===== config.mk =====
export PLATFORM = sky130hd
export DESIGN_NAME = bus_enable_ctl
export DESIGN_NICKNAME = d
export VERILOG_FILES = /design/src/rtl/bec_pkg.sv /design/src/rtl/bec_regs.sv /design/src/rtl/bec_ce.sv /design/src/rtl/bec_portmux.sv /design/src/rtl/bus_enable_ctl.sv
export SDC_FILE = /design/constraint.sdc
export NUM_CORES = 1
export LEC_CHECK = 0
export ABC_AREA = 1
export BUFFER_PORTS_ARGS = -buffer_cell sky130_fd_sc_hd__buf_2
export CAP_MARGIN = 20
export CORE_UTILIZATION = 38
export DETAILED_ROUTE_END_ITERATION = 7
export GPL_TIMING_DRIVEN = 1
export PLACE_DENSITY = 0.81
export SLEW_MARGIN = 20
export SYNTH_ARGS = -nofsm -noshare
export SYNTH_HDL_FRONTEND = slang
export SYNTH_SLANG_ARGS = --single-unit

===== constraint.sdc =====
create_clock -name clk -period 0.97 [get_ports clk]
set_clock_uncertainty 0.2 [all_clocks]
set_input_delay 0 -clock clk [delete_from_list [all_inputs] [get_ports clk]]
set_output_delay 0 -clock clk [all_outputs]
set_load 0.05 [all_outputs]

===== src/rtl/bec_pkg.sv =====
package bec_pkg;
  localparam int EN_LSB   = 2;
  localparam int EN_W     = 6;
  localparam int NUM_CE   = 6;
  localparam logic [EN_W-1:0] EN_RST = 6'b111000;
  localparam logic [1:0] A_REGS = 2'b00;
  localparam logic [1:0] A_PORTS = 2'b11;
  typedef enum logic { SEL_ENABLE = 1'b0, SEL_PCTL = 1'b1 } reg_sel_e;
endpackage


===== src/rtl/bec_regs.sv =====
module bec_regs
  import bec_pkg::*;
#(
  parameter int DW = 8
) (
  input  logic            clk,
  input  logic            rst_n,
  input  logic            iorq_n,
  input  logic            wr_n,
  input  logic            kill,
  input  logic [1:0]      a_hi,
  input  logic            a0,
  input  logic [DW-1:0]   din,
  output logic [EN_W-1:0] en_bits,
  output logic [DW-1:0]   pctl
);
  logic          wr_q;
  logic          hit_q;
  reg_sel_e      sel_q;
  logic [DW-1:0] data_q;
  logic          commit;
  logic [EN_W-1:0] en_q;
  logic [DW-1:0]   pctl_q;

  always_ff @(posedge clk) begin
    if (!rst_n) begin
      wr_q   <= 1'b1;
      hit_q  <= 1'b0;
      sel_q  <= SEL_ENABLE;
      data_q <= '0;
    end else begin
      wr_q   <= wr_n;
      hit_q  <= !iorq_n && !kill && !wr_n && (a_hi == A_REGS);
      sel_q  <= reg_sel_e'(a0);
      data_q <= din;
    end
  end

  assign commit = hit_q && !wr_q && wr_n;

  always_ff @(posedge clk) begin
    if (!rst_n) begin
      en_q   <= EN_RST;
      pctl_q <= '1;
    end else if (commit) begin
      if (sel_q == SEL_ENABLE) en_q <= data_q[EN_LSB+EN_W-1:EN_LSB];
      else                     pctl_q <= data_q;
    end
  end

  assign en_bits = en_q;
  assign pctl    = pctl_q;

  AST_KILL_FREEZE: assert property (@(posedge clk) disable iff (!rst_n)
    kill |=> ($stable(en_q) && $stable(pctl_q)));
  AST_UPDATE_ON_WR_EDGE: assert property (@(posedge clk) disable iff (!rst_n)
    !($stable(en_q) && $stable(pctl_q)) |-> ($past(wr_n) && !$past(wr_n, 2)));
endmodule


===== src/rtl/bec_ce.sv =====
module bec_ce
  import bec_pkg::*;
(
  input  logic              clk,
  input  logic              rst_n,
  input  logic              mreq_n,
  input  logic              ram_cs_n,
  input  logic [EN_W-1:0]   en_bits,
  output logic [NUM_CE-1:0] ce_n
);
  assign ce_n[0] = mreq_n | en_bits[0];
  assign ce_n[1] = ram_cs_n | en_bits[1];

  for (genvar k = 2; k < NUM_CE; k++) begin : g_slot
    assign ce_n[k] = mreq_n | en_bits[k];
  end

  AST_RAM_CE_IGNORES_MREQ: assert property (@(posedge clk) disable iff (!rst_n)
    (ram_cs_n && $stable(ram_cs_n)) |-> ce_n[1]);
  AST_IDLE_BUS_NO_SLOT: assert property (@(posedge clk) disable iff (!rst_n)
    mreq_n |-> (ce_n[0] && ce_n[NUM_CE-1]));
endmodule


===== src/rtl/bec_portmux.sv =====
module bec_portmux
  import bec_pkg::*;
#(
  parameter int DW = 8
) (
  input  logic          iorq_n,
  input  logic          rd_n,
  input  logic          kill,
  input  logic [1:0]    a_hi,
  input  logic          a0,
  input  logic [DW-1:0] grp_a,
  input  logic [DW-1:0] grp_b,
  output logic [DW-1:0] d_out,
  output logic          d_oe
);
  for (genvar i = 0; i < DW; i++) begin : g_bit
    assign d_out[i] = a0 ? grp_b[i] : grp_a[i];
  end

  assign d_oe = !iorq_n && !rd_n && !kill && (a_hi == A_PORTS);
endmodule


===== src/rtl/bus_enable_ctl.sv =====
module bus_enable_ctl
  import bec_pkg::*;
#(
  parameter int DW = 8
) (
  input  logic              clk,
  input  logic              rst_n,
  input  logic              iorq_n,
  input  logic              mreq_n,
  input  logic              rd_n,
  input  logic              wr_n,
  input  logic [1:0]        a_hi,
  input  logic              a0,
  input  logic [DW-1:0]     din,
  input  logic              kill,
  input  logic              ram_cs_n,
  input  logic [DW-1:0]     grp_a,
  input  logic [DW-1:0]     grp_b,
  output logic [NUM_CE-1:0] ce_n,
  output logic [DW-1:0]     pctl,
  output logic [DW-1:0]     d_out,
  output logic              d_oe
);
  logic [EN_W-1:0] en_bits;

  bec_regs #(.DW(DW)) u_regs (
    .clk(clk), .rst_n(rst_n), .iorq_n(iorq_n), .wr_n(wr_n), .kill(kill),
    .a_hi(a_hi), .a0(a0), .din(din), .en_bits(en_bits), .pctl(pctl)
  );

  bec_ce u_ce (
    .clk(clk), .rst_n(rst_n), .mreq_n(mreq_n), .ram_cs_n(ram_cs_n),
    .en_bits(en_bits), .ce_n(ce_n)
  );

  bec_portmux #(.DW(DW)) u_mux (
    .iorq_n(iorq_n), .rd_n(rd_n), .kill(kill), .a_hi(a_hi), .a0(a0),
    .grp_a(grp_a), .grp_b(grp_b), .d_out(d_out), .d_oe(d_oe)
  );

  AST_KILL_NO_DRIVE: assert property (@(posedge clk) disable iff (!rst_n)
    kill |-> !d_oe);
  AST_DRIVE_ONLY_PORTS: assert property (@(posedge clk) disable iff (!rst_n)
    d_oe |-> (a_hi == A_PORTS && !rd_n && !iorq_n));
endmodule


==> results of run 1 <==
## layout make-up
type / count / area, sq um
clock buffers: 3 / 22.5
flip-flops and latches: 25 / 527
well taps: 30 / 37.5
fillers: 169 / 604
multi-input cells: 78 / 567
clock inverters: 1 / 5.00
repair buffers: 82 / 674
inverters: 16 / 62.6
## synthesized netlist by cell type (all sizes together)
cell type	n	share of area
buf	4	0.026
inv	16	0.059
dfxtp	25	0.49
clkbuf	1	0.0037
mux2	8	0.089
nor2	4	0.031
nand3	25	0.12
nand2	28	0.11
a21oi	3	0.015
nor4	1	0.0062
or2	7	0.043
nor3	1	0.0049
## sequential cells by signal, indices dropped and copies added (netlist names)
register	count
u_regs.data_q	8
u_regs.en_bits	6
u_regs.hit_q	1
u_regs.pctl	8
u_regs.sel_q	1
u_regs.wr_q	1
## layout by cell type (no fill, tap or decap), types with 2 or more instances in the layout
cell type | synthesis | routed
dfxtp_2 | 0 | 15
dlygate4sd3_1 | 0 | 13
or2_4 | 0 | 6
nand2_4 | 0 | 2
buf_8 | 0 | 14
a21oi_1 | 3 | 3
dfxtp_4 | 0 | 2
nand2_2 | 2 | 9
buf_2 | 3 | 41
dfxtp_1 | 25 | 8
clkbuf_4 | 0 | 4
nand3_2 | 0 | 10
mux2_2 | 8 | 8
nor2_1 | 3 | 3
nand3_1 | 25 | 15
buf_4 | 0 | 9
inv_1 | 15 | 15
nand2_1 | 26 | 16
buf_6 | 1 | 3
## power breakdown
group,leakage (nW),switching (mW),internal (mW)
sequential,0.202,0.0236,1.05
clock,0.0177,0.308,0.155
combinational,0.717,0.235,0.179
total,0.937,0.567,1.38
## critical path: cells and delay by family (launching register included)
kind	cells	cell delay (ns)
flops	1	0.35
buf+inv	1	0.15
simple gates	1	0.23
## timing repair
action,CTS,global route
endpoints found under the hold margin,25,3
setup endpoints to repair,29,36
setup buffers,2,5
cloned,1,0
pin swaps,7,5
hold buffers,13,1
resized for setup,66,26
## layer usage
metal	GRT usage	routed length, um	vias to the layer above
met4	0.0921	70	0
met1	0.205	1060	538
met3	0.0311	139	7
met2	0.420	1900	47
met5	0	0	-
li1	-	-	560
## stage by stage
stage | total power, mW | setup WS, ns | utilization | instance area, sq um
after global routing | 2.03 | -0.323 | 0.758 | 1900
after global placement | 1.42 | -0.161 | 0.557 | 1390
after detailed placement | 1.43 | -0.192 | 0.557 | 1390
after floorplan | 1.31 | -0.109 | - | 1050
final | 1.95 | -0.295 | 0.758 | 1900
after CTS | 1.94 | -0.285 | 0.704 | 1760
## worst max-delay path by stage
stage,cells after the start,from,end,slack [ns]
global route,2,u_regs.en_bits[5],ce_n[5],-0.32
floorplan,5,u_regs.hit_q,u_regs.pctl[1],-0.11
finish,2,u_regs.en_bits[5],ce_n[5],-0.29
detailed placement,5,u_regs.hit_q,u_regs.pctl[0],-0.19
global placement,5,u_regs.hit_q,u_regs.pctl[7],-0.16
CTS,2,u_regs.en_bits[2],ce_n[2],-0.28
## cells by family (layout without fill, tap and decap cells)
family          count (synthesis)  count (layout)  share of synthesized area
flops                          25              25                      0.492
mux                             8               8                     0.0886
simple gates                   66              67                      0.316
compound gates                  3               3                     0.0148
buf+inv                        21             102                     0.0885
==> impl_metrics.tcl, run 1 <==
set metrics [dict create \
    place.detailed.hpwl_um 1680 \
    vdd.ir_drop.worst_uv 1240 \
    drt_iter0_markers 13 \
    setup_viol 28 \
    root_buffer "clkbuf_4" \
    layout.cells.non_filler 235 \
    gr-usage-all-layers 0.209 \
    drc 0 \
    hold_viol 6 \
    synth-seq-area-share 0.492 \
    grt_max_degree 24 \
    antenna_found_initial 0 \
    synthCells 123 \
    wl_per_cell_um 13.5 \
    synth_cell_types 17 \
    startpoint_type "flip-flop" \
    dp_cells 210 \
    fp.dieH_um 53.7 \
    drive_above_1_share 0.634 \
    ys_ff_latch 25 \
    synth_warnings 0 \
    hold_path_end "u_regs.hit_q" \
    timing.rr.start "u_regs.hit_q" \
    gr-total-overflow 0 \
    worst_pin_slew_ns 0.253 \
    core_sq_um 2500 \
    cts_sinks 25 \
    tns_ns -5.27 \
    grt_setup_unrepaired "yes" \
    clk_pin_slew_ns 0.14 \
    cp_max_fo 2 \
    cp.arrival_ns 1.06 \
    r2r_end "u_regs.pctl[2]" \
    avgSynthCellArea_sq_um 8.27 \
    power_leakage_nw 0.937 \
    max_freq_mhz 791 \
    whs_ns -0.201 \
    slew_headroom 0.832 \
    rrSetupSlack_ns -0.26 \
    num_io_pins 58 \
    drt_pass1_iterations 4 \
    diodes 0 \
    wirelength_um 3170 \
    post-route-min-period_ns 1.26 \
    via_count 1152 \
    syn-cell-area_sq_um 1020 \
    worst_slack_ns -0.295 \
    dieArea_sq_um 2890 \
    nets 241 \
    end_kind "primary output" \
    ff2ff_path_depth 5 \
    h-tree-depth 1 \
    gp_congestion 0.776 \
    critPathSlowestCell "dfxtp_2" \
    final_antenna_net_count 0 \
    avgViaCountPerCell 4.90 \
    status "complete, but fails checks" \
    holdCritPathClass "input pin to flip-flop" \
    tritoncts "done" \
    numPortBuffers 57 \
    holdPathStages 3 \
    crit_path_cell_trace "or2_4, buf_8" \
    num_rows 18 \
    grt_pass1_vias 1004 \
    numCtsBuffers 3 \
    cp.required_ns 0.77 \
    area_delta_synth_final_pct 86.3 \
    worstSkewPairLatency_ns 0.33 \
    initial_core_util 0.407 \
    p_per_area_nw_per_um2 1030 \
    finalCritPeriodShare 1.30 \
    drv_slew 0 \
    maxCapViolCount 0 \
    fp.dieW_um 53.7 \
    hold_start "iorq_n" \
    crit_path_max_incr_delay_ns 0.35 \
    criticalPathCategory "flip-flop to primary output" \
    violations "hold timing, setup timing" \
    grt_pass1_wl_um 4170 \
    mappedNetlistNets 158 \
    cts_buffer_depth 2 \
]
No activity file was read; power rests on OpenSTA's default activity.
==> inputs of run 2 (changes only) <==
--- a/config.mk
+++ b/config.mk
@@ -8,6 +8,7 @@
 export ABC_AREA = 1
 export BUFFER_PORTS_ARGS = -buffer_cell sky130_fd_sc_hd__buf_2
 export CAP_MARGIN = 20
+export CORE_ASPECT_RATIO = 0.8
 export CORE_UTILIZATION = 38
 export DETAILED_ROUTE_END_ITERATION = 7
 export GPL_TIMING_DRIVEN = 1
==> run 2 against run 1 <==
- the flow still finishes with violations (hold timing, setup timing)
- register-to-register slack hardly changed
- fmax grew 1.1%
- non-clock buffer count rose by 1
- total power up 1.2%
- sequential power is essentially flat
- first-iteration DRC count increased to 3.5 times the previous value
- clock power down 2%
- critical path type unchanged
==> impl_metrics.tcl, run 2 (same netlist as run 1, synthesis figures left out) <==
set metrics [dict create \
    worst_slack_ns -0.281 \
    worst_pin_slew_ns 0.241 \
    layout.cells.non_filler 242 \
    path_buf_inv 1 \
    whs_ns -0.247 \
    cp.arrival_ns 1.05 \
    grt_setup_unrepaired "yes" \
    fp.dieH_um 48.3 \
    finalCritPeriodShare 1.29 \
    drt_pass1_iterations 4 \
    maxCapViolCount 0 \
    drv_slew 0 \
    criticalPathCategory "flip-flop to primary output" \
    dp_cells 219 \
    num_io_pins 58 \
    area_delta_synth_final_pct 93.4 \
    drt_iter0_markers 45 \
    postLayoutCoreUtil 0.792 \
    dieArea_sq_um 2890 \
    gr-usage-all-layers 0.218 \
    gr-total-overflow 0 \
    avgViaCountPerCell 4.87 \
    crit_family "flip-flops" \
    power_leakage_nw 0.958 \
    setup_viol 29 \
    diodes 0 \
    numPortBuffers 57 \
    most-common-layout-cells "40 x buf_2, 19 x nand2_1, 15 x inv_1, 15 x dfxtp_2, 14 x buf_8" \
    cts_sinks 25 \
    initial_core_util 0.410 \
    grt_max_degree 24 \
    via_count 1179 \
    hold_buffers 13 \
    cts_buffer_depth 2 \
    crit_path_max_incr_delay_ns 0.35 \
    slew_headroom 0.838 \
    end_kind "primary output" \
    final_antenna_net_count 0 \
    critPathSlowestCell "dfxtp_2" \
    gp_congestion 0.761 \
    max_freq_mhz 800 \
    fp.dieW_um 59.8 \
    cp_max_fo 2 \
    grt_pass1_vias 1044 \
    holdCritPathClass "input pin to flip-flop" \
    tritoncts "done" \
    drive_above_1_share 0.655 \
    cp.required_ns 0.77 \
    h-tree-depth 1 \
    place.detailed.hpwl_um 1800 \
    wl_per_cell_um 14.2 \
    num_rows 16 \
    hold_viol 4 \
    p_per_area_nw_per_um2 1000 \
    post-route-min-period_ns 1.25 \
    place_ws_ns -0.160 \
    crit_path_cell_trace "or2_4, buf_8" \
    nets 242 \
    grt_pass1_wl_um 4400 \
    core_sq_um 2480 \
    numCtsBuffers 3 \
    vdd.ir_drop.worst_uv 623 \
    root_buffer "clkbuf_4" \
    antenna_found_initial 0 \
    violations "hold timing, setup timing" \
    drc 0 \
    wirelength_um 3430 \
    clk_pin_slew_ns 0.13 \
    final_common_cell "buf_2" \
    startpoint_type "flip-flop" \
    worstSkewPairLatency_ns 0.31 \
    status "complete, but fails checks" \
]
[run 2: cell count changes in the layout (fill, tap and decap cells not counted), sizes merged]
cell / before / now
clkinv: 1 / 0
clkbuf: 4 / 5
buf: 68 / 69
[run 2: path summary, 6_finish.rpt]
path	from	endpoint	slack [ns]	cells after the start
worst max-delay path	u_regs.en_bits[0]	ce_n[0]	-0.28	2
worst min-delay path	iorq_n	u_regs.hit_q	-0.25	3
worst max register to register	u_regs.hit_q	u_regs.pctl[4]	-0.25	5
worst min register to register	u_regs.data_q[0]	u_regs.pctl[0]	0.26	2
[run 2: area by class of cell]
cell class	count	area, sq um
Timing Repair Buffer	83	704
Multi-Input combinational cell	78	602
Sequential cell	25	527
Fill cell	167	515
Inverter	16	62.6
Tap cell	36	45.0
Clock buffer	4	26.3
[run 2: metal layers]
layer,up-vias,wire [um],global-route usage
li1,556,-,-
met1,540,1140,0.209
met2,73,1930,0.453
met3,10,257,0.0531
met4,0,100,0.0930
met5,-,0,0
[run 2: what timing repair did]
item / CTS / global route
cloned: 1 / 0
endpoints found under the hold margin: 25 / 11
setup buffers: 1 / 4
endpoints found under the setup margin: 29 / 38
pin swaps: 11 / 9
resized for setup: 72 / 28
[run 2: tightest hold or removal path, cell delays in order]
cell	delay, ns
buf_6	0.07
or2_4	0.13
nor3_2	0.04
[run 2: power by group]
group | internal (mW) | total, mW | switching (mW)
sequential | 1.05 | 1.07 | 0.0237
combinational | 0.194 | 0.446 | 0.252
clock | 0.161 | 0.453 | 0.293
total | 1.40 | 1.97 | 0.568
[run 2: per-stage QoR]
stage | area [sq um] | hold WS, ns | total power [mW] | setup TNS, ns
floorplan | 1050 | -0.133 | 1.31 | -1.38
global placement | 1420 | -0.0164 | 1.43 | -1.78
detailed placement | 1420 | -0.0155 | 1.43 | -2.10
CTS | 1810 | -0.221 | 1.94 | -3.97
global route | 1970 | -0.282 | 2.08 | -5.96
finish | 1970 | -0.247 | 1.97 | -4.71
==> inputs of run 3 (changes only) <==
==> constraint.sdc (replaced) <==
create_clock -name clk -period 0.97 [get_ports clk]
set_clock_uncertainty 0.2 [all_clocks]
set_input_delay 0.097 -clock clk [delete_from_list [all_inputs] [get_ports clk]]
set_output_delay 0.097 -clock clk [all_outputs]
set_load 0.05 [all_outputs]
==> run 3 against run 2 <==
- the flow still finishes with violations (hold timing, setup timing)
- critical path type unchanged
- register-to-register slack worse by 0.03 ns
- core utilization is 3.7 points higher
- worst hold slack improved by 0.066 ns
==> impl_metrics.tcl, run 3 (same netlist as run 1, synthesis figures left out) <==
set metrics [dict create \
    finalCritPeriodShare 1.38 \
    gp_congestion 0.898 \
    status "complete, but fails checks" \
    numPortBuffers 57 \
    drive_above_1_share 0.691 \
    area_delta_synth_final_pct 102 \
    r2r_end "u_regs.en_bits[3]" \
    post-route-min-period_ns 1.34 \
    hold_start "iorq_n" \
    avgViaCountPerCell 4.63 \
    worst_pin_slew_ns 0.233 \
    violations "hold timing, setup timing" \
    hold_buffers 10 \
    p_per_area_nw_per_um2 988 \
    vdd.ir_drop.worst_uv 702 \
    drt_pass1_iterations 4 \
    worstSkewPairLatency_ns 0.32 \
    max_freq_mhz 745 \
    core_sq_um 2480 \
    place_ws_ns -0.224 \
    timing.rr.start "u_regs.hit_q" \
    startpoint_type "flip-flop" \
    wl_per_cell_um 13.2 \
    holdPathStages 3 \
    whs_ns -0.181 \
    cp_max_fo 2 \
    hold_path_end "u_regs.hit_q" \
    tritoncts "done" \
    register_area_sq_um 523 \
    fp.dieW_um 59.8 \
    final_common_cell "buf_2" \
    h-tree-depth 1 \
    numCtsBuffers 3 \
    final_antenna_net_count 0 \
    gr-total-overflow 0 \
    rrSetupSlack_ns -0.28 \
    drv_slew 0 \
    maxCapViolCount 0 \
    grt_pass1_wl_um 4350 \
    criticalPathCategory "flip-flop to primary output" \
    grt_max_degree 24 \
    diodes 0 \
    ff2ff_path_depth 5 \
    cts_buffer_depth 2 \
    setup_viol 29 \
    nFillCells 151 \
    nets 240 \
    cts_sinks 25 \
    num_io_pins 58 \
    end_kind "primary output" \
    wirelength_um 3160 \
    fp.dieH_um 48.3 \
    power_leakage_nw 1.01 \
    clk_pin_slew_ns 0.13 \
    slew_headroom 0.845 \
    num_rows 16 \
    holdCritPathClass "input pin to flip-flop" \
    root_buffer "clkbuf_4" \
    drt_iter0_markers 21 \
    place.detailed.hpwl_um 1940 \
    drc 0 \
    most-common-layout-cells "32 x buf_2, 17 x nand3_2" \
    grt_pass1_vias 1069 \
    hold_viol 22 \
    antenna_found_initial 0 \
    cp.required_ns 0.67 \
    grt_setup_unrepaired "yes" \
    gr-usage-all-layers 0.211 \
    initial_core_util 0.410 \
    dieArea_sq_um 2890 \
    multi_input_area_sq_um 641 \
    via_count 1110 \
    worst_slack_ns -0.372 \
    cp.arrival_ns 1.05 \
]
==> run 3: where the power goes <==
group	switching [mW]	leakage, nW	internal, mW
combinational	0.254	0.791	0.246
sequential	0.0223	0.202	1.05
clock	0.310	0.0177	0.155
total	0.586	1.01	1.45
==> run 3: timing repair <==
item                                    in CTS  in global routing
setup buffers                                2                  6
cloned                                       1                  0
pin swaps                                   15                  9
endpoints found under the setup margin      37                 31
hold endpoints to repair                    25                 21
gates resized for setup                     91                 21
==> run 3: worst max path at each step <==
stage,depth (start not counted),slack (ns),to,from
after floorplan,2,-0.22,d_oe,iorq_n
after global placement,5,-0.19,u_regs.pctl[5],u_regs.hit_q
after detailed placement,5,-0.22,u_regs.pctl[5],u_regs.hit_q
after CTS,2,-0.37,ce_n[1],u_regs.en_bits[1]
after global routing,2,-0.40,ce_n[1],u_regs.en_bits[1]
final,2,-0.37,ce_n[5],u_regs.en_bits[5]
==> run 3: area by class of cell <==
type                       count  area share
clock buffer                   3      0.0109
multi-input combinational     77       0.311
sequential                    25       0.254
clock inverter                 1     0.00243
timing repair buffer          82       0.369
inverter                      16      0.0304
tap                           36      0.0219
==> run 3: per-stage QoR <==
step	setup TNS (ns)	cell area, sq um	power (mW)	utilization	cells
after CTS	-6.26	1920	2.02	0.774	234
after floorplan	-1.84	1130	1.34	-	123
after global routing	-8.49	2060	2.11	0.829	240
after detailed placement	-4.86	1480	1.46	0.597	217
after global placement	-4.30	1480	1.46	0.597	217
final	-7.17	2060	2.03	0.829	240
==> run 3: routing by layer <==
| layer | up-vias | global-route usage | share of wire |
|---|---|---|---|
| met5 | - | 0 | 0 |
| met4 | 0 | 0.0605 | 0.0051 |
| met3 | 2 | 0.0477 | 0.048 |
| met2 | 50 | 0.460 | 0.60 |
| met1 | 506 | 0.202 | 0.34 |
| li1 | 552 | - | - |
==> run 3: critical path, stage by stage, from the launching register on <==
cell,delay [ns]
dfxtp_2,0.35
or2_4,0.23
buf_8,0.15
